**config.mk**
```make
export PLATFORM = sky130hd
export DESIGN_NAME = outer_bank_ext
export DESIGN_NICKNAME = d
export VERILOG_FILES = /design/src/rtl/outer_bank_ext.sv
export SDC_FILE = /design/constraint.sdc
export NUM_CORES = 1
export LEC_CHECK = 0
export BUFFER_PORTS_ARGS = -buffer_cell sky130_fd_sc_hd__buf_2
export CORE_UTILIZATION = 30
export DETAILED_ROUTE_END_ITERATION = 12
export PLACE_DENSITY = 0.81
export SLEW_MARGIN = 30
export SYNTH_ARGS = -nofsm -noshare
export SYNTH_HDL_FRONTEND = slang
export SYNTH_SLANG_ARGS = --single-unit
```
**constraint.sdc**
```tcl
create_clock -name clk -period 2.54 [get_ports clk]
set_clock_uncertainty 0.2 [all_clocks]
set_input_delay 0.508 -clock clk [delete_from_list [all_inputs] [get_ports clk]]
set_output_delay 0.508 -clock clk [all_outputs]
set_load 0.005 [all_outputs]
```
**src/rtl/outer_bank_ext.sv**
```systemverilog
module outer_bank_ext #(
  parameter int PRG_BANKS = 48,
  parameter int CHR_BANKS = 96,
  parameter int OB_W      = 2,
  parameter int PRG_IN_W  = 4,
  parameter int CHR_IN_W  = 7,
  parameter int PRG_OFS_W = 13,
  parameter int CHR_OFS_W = 10,
  localparam int PRG_BW   = OB_W + PRG_IN_W,
  localparam int CHR_BW   = OB_W + CHR_IN_W
) (
  input  logic                          clk,
  input  logic                          rst_n,
  input  logic [15:0]                   cpu_addr,
  input  logic                          cpu_wr,
  input  logic [7:0]                    inner_prg_page,
  input  logic [13:0]                   ppu_addr,
  input  logic [7:0]                    inner_chr_page,
  output logic [PRG_BW-1:0]             prg_bank,
  output logic [PRG_BW+PRG_OFS_W-1:0]   prg_rom_addr,
  output logic [CHR_BW-1:0]             chr_bank,
  output logic [CHR_BW+CHR_OFS_W-1:0]   chr_rom_addr
);

  logic [7:0]        outer_q;
  logic              win_wr;
  logic [OB_W-1:0]   ob;
  logic              fx;
  logic [PRG_BW-1:0] prg_raw;
  logic [CHR_BW-1:0] chr_raw;

  assign win_wr = cpu_wr && (cpu_addr[15:13] == 3'b011);

  always_ff @(posedge clk) begin
    if (!rst_n)      outer_q <= '0;
    else if (win_wr) outer_q <= cpu_addr[7:0];
  end

  assign ob = outer_q[4 +: OB_W];
  assign fx = outer_q[3];

  always_comb begin
    if (fx) prg_raw = PRG_BW'({ob, cpu_addr[14:13]});
    else    prg_raw = {ob, inner_prg_page[PRG_IN_W-1:0]};
  end

  assign chr_raw = {ob, inner_chr_page[CHR_IN_W-1:0]};

  generate
    if (PRG_BANKS == 0) begin : g_prg_none
      assign prg_bank = '0;
    end else begin : g_prg_mod
      assign prg_bank = PRG_BW'(int'(prg_raw) % PRG_BANKS);
    end
    if (CHR_BANKS == 0) begin : g_chr_none
      assign chr_bank = '0;
    end else begin : g_chr_mod
      assign chr_bank = CHR_BW'(int'(chr_raw) % CHR_BANKS);
    end
  endgenerate

  assign prg_rom_addr = {prg_bank, cpu_addr[PRG_OFS_W-1:0]};
  assign chr_rom_addr = {chr_bank, ppu_addr[CHR_OFS_W-1:0]};

endmodule


```
# After elaboration in Yosys (flattened, before gate mapping)
# Cells that the tools add are included.
dict set report totals {
  reg_bits 6
  in_bits 49
  out_inout_bits 53
  elab_cells 6
}
dict set report op_classes {
  n_div 2
  eq_ne 1
  mux 1
  reduce_logical 1
}
# operator count
set ops {}
lappend ops {{modulo 10 x 8 -> 32 bit (second input constant)} 1}
lappend ops {{modulo 7 x 7 -> 32 bit (second input constant)} 1}
lappend ops {{2-to-1 mux 6 bit} 1}
lappend ops {{equality test 3 x 2 -> 1 bit (second input constant)} 1}
lappend ops {{logical AND 1 bit} 1}

# Depth between registers and ports, before layout
dict set report logic_depth {
  depth_word 2
  depth_mapped 7
  depth_no_buf 4
}

# Worst setup path after synthesis
# No wires, ideal clock.
dict set report synth_timing {
  path_kind {flip-flop to output port}
  startpoint {reg outer_q[4]}
  endpoint {out chr_rom_addr[16]}
  arrival_time_ps 1461
  required_ps 1832
  path_slack_ps 371
  stages_incl_launch_ff 8
  n_path_buf 3
  cell_sequence {dfxtp_1 -> buf_4 -> clkbuf_1 -> ha_1 -> nand3b_1 -> mux2i_1 -> mux2i_1 -> buf_4}
}
dict set report synth_via {
  elab_chain_cells 1
}
# element line
set synth_lines {}
lappend synth_lines {{start: declaration} 25} ;# logic [7:0] outer_q;
lappend synth_lines {{start signal: assignment} 36} ;# else if (win_wr) outer_q <= cpu_addr[7:0];
lappend synth_lines {{modulo 10 x 8 -> 32 bit} 58} ;# assign chr_bank = CHR_BW'(int'(chr_raw) % CHR_BANKS);
lappend synth_lines {{end: declaration} 22} ;# output logic [CHR_BW+CHR_OFS_W-1:0] chr_rom_addr
# No other way between the ends.

# Worst setup path after layout
dict set report layout_timing {
  startpoint {reg outer_q[4]}
  endpoint {out chr_bank[6]}
}
dict set report layout_via {
  elab_chain_cells 1
}
# element line
set layout_lines {}
lappend layout_lines {{modulo 10 x 8 -> 32 bit} 58}
lappend layout_lines {{end: declaration} 21} ;# output logic [CHR_BW-1:0] chr_bank,
# No other way between the ends.

==> impl_metrics.env <==
export IMPL_antenna_found_initial=0
export IMPL_p_per_area_nw_per_um2=310
export IMPL_overflow=0
export IMPL_rsz0062_at_grt="false"
export IMPL_drc_errors=0
export IMPL_dieWidth_um=50.3
export IMPL_final_setup_worst_slack_ps=198
export IMPL_place_ws_ps=294
export IMPL_finalHoldViolCount=0
export IMPL_leakagePower_nw=0.350
export IMPL_synth_area_per_cell_um2=8.05
export IMPL_grt_max_degree=10
export IMPL_syn_area_um2=701
export IMPL_min_path_type="in -> reg"
export IMPL_fp_row_count=17
export IMPL_path_clk_slew_ps=40
export IMPL_start_util_pct=31.7
export IMPL_largest_register="outer_q"
export IMPL_peakVddDrop_mv=0.172
export IMPL_firstDrtPassIters=4
export IMPL_setup_viol=0
export IMPL_largest_reg_flops=3
export IMPL_postRouteAntennaNets=0
export IMPL_cp_max_fo=9
export IMPL_grt_use_total_pct=10.1
export IMPL_port_buffers=37
export IMPL_clk_latency_ps=240
export IMPL_post_cts_buffers=0
export IMPL_final_max_slew_violation_count=0
export IMPL_cts_made_buffers=3
export IMPL_tightest_slew_ps=321
export IMPL_top_regs="outer_q: 3 flops"
export IMPL_path_cells="ha_1 > nand3b_1 > mux2i_1 > mux2i_1 > buf_2"
export IMPL_io_pins=102
export IMPL_cp_top_family="flip-flops"
export IMPL_cp_arrival_ps=1630
export IMPL_maxCapViolCount=0
export IMPL_cts_buffer_depth=2
export IMPL_synth_top_area_share_pct=45.0
export IMPL_endpoint_kind="output pin"
export IMPL_cpPeakStageDelay_ps=430
export IMPL_grt_pass1_wl_um=1890
export IMPL_nets=134
export IMPL_place_congestion=0.796
export IMPL_synth_seq_cells=3
export IMPL_post_cts_resized=0
export IMPL_cp_buffers_inverters=1
export IMPL_first_global_vias=482
export IMPL_root_buffer="clkbuf_4"
export IMPL_drt_initial_drc_count=4
export IMPL_wire_per_inst_um=11.1
export IMPL_routed_via_count=506
export IMPL_dieArea_um2=2530
export IMPL_syn_instance_count=87
export IMPL_vias_per_cell=4.60
export IMPL_synth_nets=138
export IMPL_setup_tns_final_ps=0
export IMPL_cts_htree_levels=1
export IMPL_status="finished, final reports clean"
export IMPL_die_y_um=50.3
export IMPL_antenna_diode_count=0
export IMPL_wl_um=1220
export IMPL_synthTopCellsByArea="buf_4 45%, dfxtp_1 8.6%, mux2i_1 8.6%"
export IMPL_fmax_mhz=427
export IMPL_fillers=257
export IMPL_synth_distinct_cells=24
export IMPL_start_kind="register"
export IMPL_synth_seq_area_share_pct=8.57
export IMPL_hpwl_um=980
export IMPL_tritoncts="built"
export IMPL_clkSinkCount=3
export IMPL_worstSetupPathType="reg -> out"
export IMPL_cp_common_cell="mux2i_1"
export IMPL_slowest_stage="dfxtp_2"
export IMPL_drive_above_1_share_pct=59.8
export IMPL_synth_area_leader_cell="buf_4"
export IMPL_area_growth_pct=-11.6
export IMPL_ctsHoldBuffers=0
export IMPL_crit_required_ps=1830
export IMPL_core_um2=2210
export IMPL_fin_crit_sh_pct=92.2
export IMPL_fin_crit_ps=2340
export IMPL_ys_warn_count=0
export IMPL_relSlewSlack_pct=78.4
-- layer usage --
layer | track usage (%) | part of all wire (%) | vias up
li1 | - | - | 232
met1 | 7.04 | 35 | 224
met2 | 17.6 | 50 | 44
met3 | 4.85 | 13 | 6
met4 | 12.0 | 1.6 | 0
met5 | 0 | 0 | -
-- area by class of cell --
| cell class | count | area, µm² | area share, % |
|---|---|---|---|
| multi-input combinational | 36 | 300 | 48.5 |
| timing repair buffer | 38 | 193 | 31.1 |
| sequential | 3 | 61.3 | 9.90 |
| tap | 28 | 35.0 | 5.66 |
| clock buffer | 4 | 26.3 | 4.24 |
| inverter | 1 | 3.75 | 0.606 |
-- synthesized netlist by cell type --
cell type,number
buf_4,42
mux2i_1,6
mux2_2,5
nor2b_1,5
clkbuf_1,3
dfxtp_1,3
buf_2,2
ha_1,2
nand2_1,2
nor2_1,2
xor2_1,2
and2b_1,1
and4bb_1,1
inv_1,1
nand3_1,1
nand3b_1,1
nand4b_1,1
nor2_2,1
nor3_1,1
nor4_1,1
o211ai_1,1
o21ai_0,1
o221ai_2,1
xnor2_1,1
-- cell families after synthesis --
| logic type | share of synthesized area [%] |
|---|---|
| buf+inv | 48.6 |
| simple gates | 15.0 |
| mux | 16.6 |
| compound gates | 3.93 |
| xor+xnor | 3.75 |
| flops | 8.57 |
| fa+ha+maj | 3.57 |
-- where the power goes --
part | switching, W | internal [W] | total (W)
logic | 0.0000236 | 0.0000306 | 0.0000543
clock network | 0.0000278 | 0.0000591 | 0.0000868
registers | 0.00000231 | 0.0000485 | 0.0000508
-- cells in the final DEF, fill, tap and decap left out --
cell type  Yosys  routed
nor2_2         1       1
nand2_1        2       2
inv_1          1       1
and2b_1        1       1
mux2_2         5       5
nand3b_1       1       1
clkbuf_4       0       3
nand3_1        1       1
nor2b_1        5       5
ha_1           2       2
buf_4         42       1
nand4b_1       1       1
clkbuf_1       3       1
dfxtp_2        0       1
nor4_1         1       1
buf_2          2      37
nor2_1         2       2
and4bb_1       1       1
o211ai_1       1       1
o221ai_2       1       1
xnor2_1        1       1
xor2_1         2       2
mux2i_1        6       6
o21ai_0        1       1
dfxtp_1        3       2
nor3_1         1       1
-- final timing paths --
check	startpoint	endpoint	slack (ps)	cells after the start
worst min register to register	outer_q[5]$_SDFFE_PN0P_	outer_q[5]$_SDFFE_PN0P_	410	2
worst max register to register	outer_q[3]$_SDFFE_PN0P_	outer_q[3]$_SDFFE_PN0P_	1550	2
worst min-delay path	rst_n	outer_q[5]$_SDFFE_PN0P_	320	2
worst max-delay path	outer_q[4]$_SDFFE_PN0P_	chr_bank[6]	200	5
-- through the flow --
step	cell area, µm²	utilization, %	power [W]	hold slack (ps)	instances
after floorplan	701	-	0.000126	415	87
after global placement	592	26.8	0.000104	387	106
after detailed placement	592	26.8	0.000106	412	106
after CTS	618	27.9	0.000198	314	110
after global routing	619	28.0	0.000206	312	110
final	619	28.0	0.000192	320	110
No activity file was read; power rests on OpenSTA's default activity.
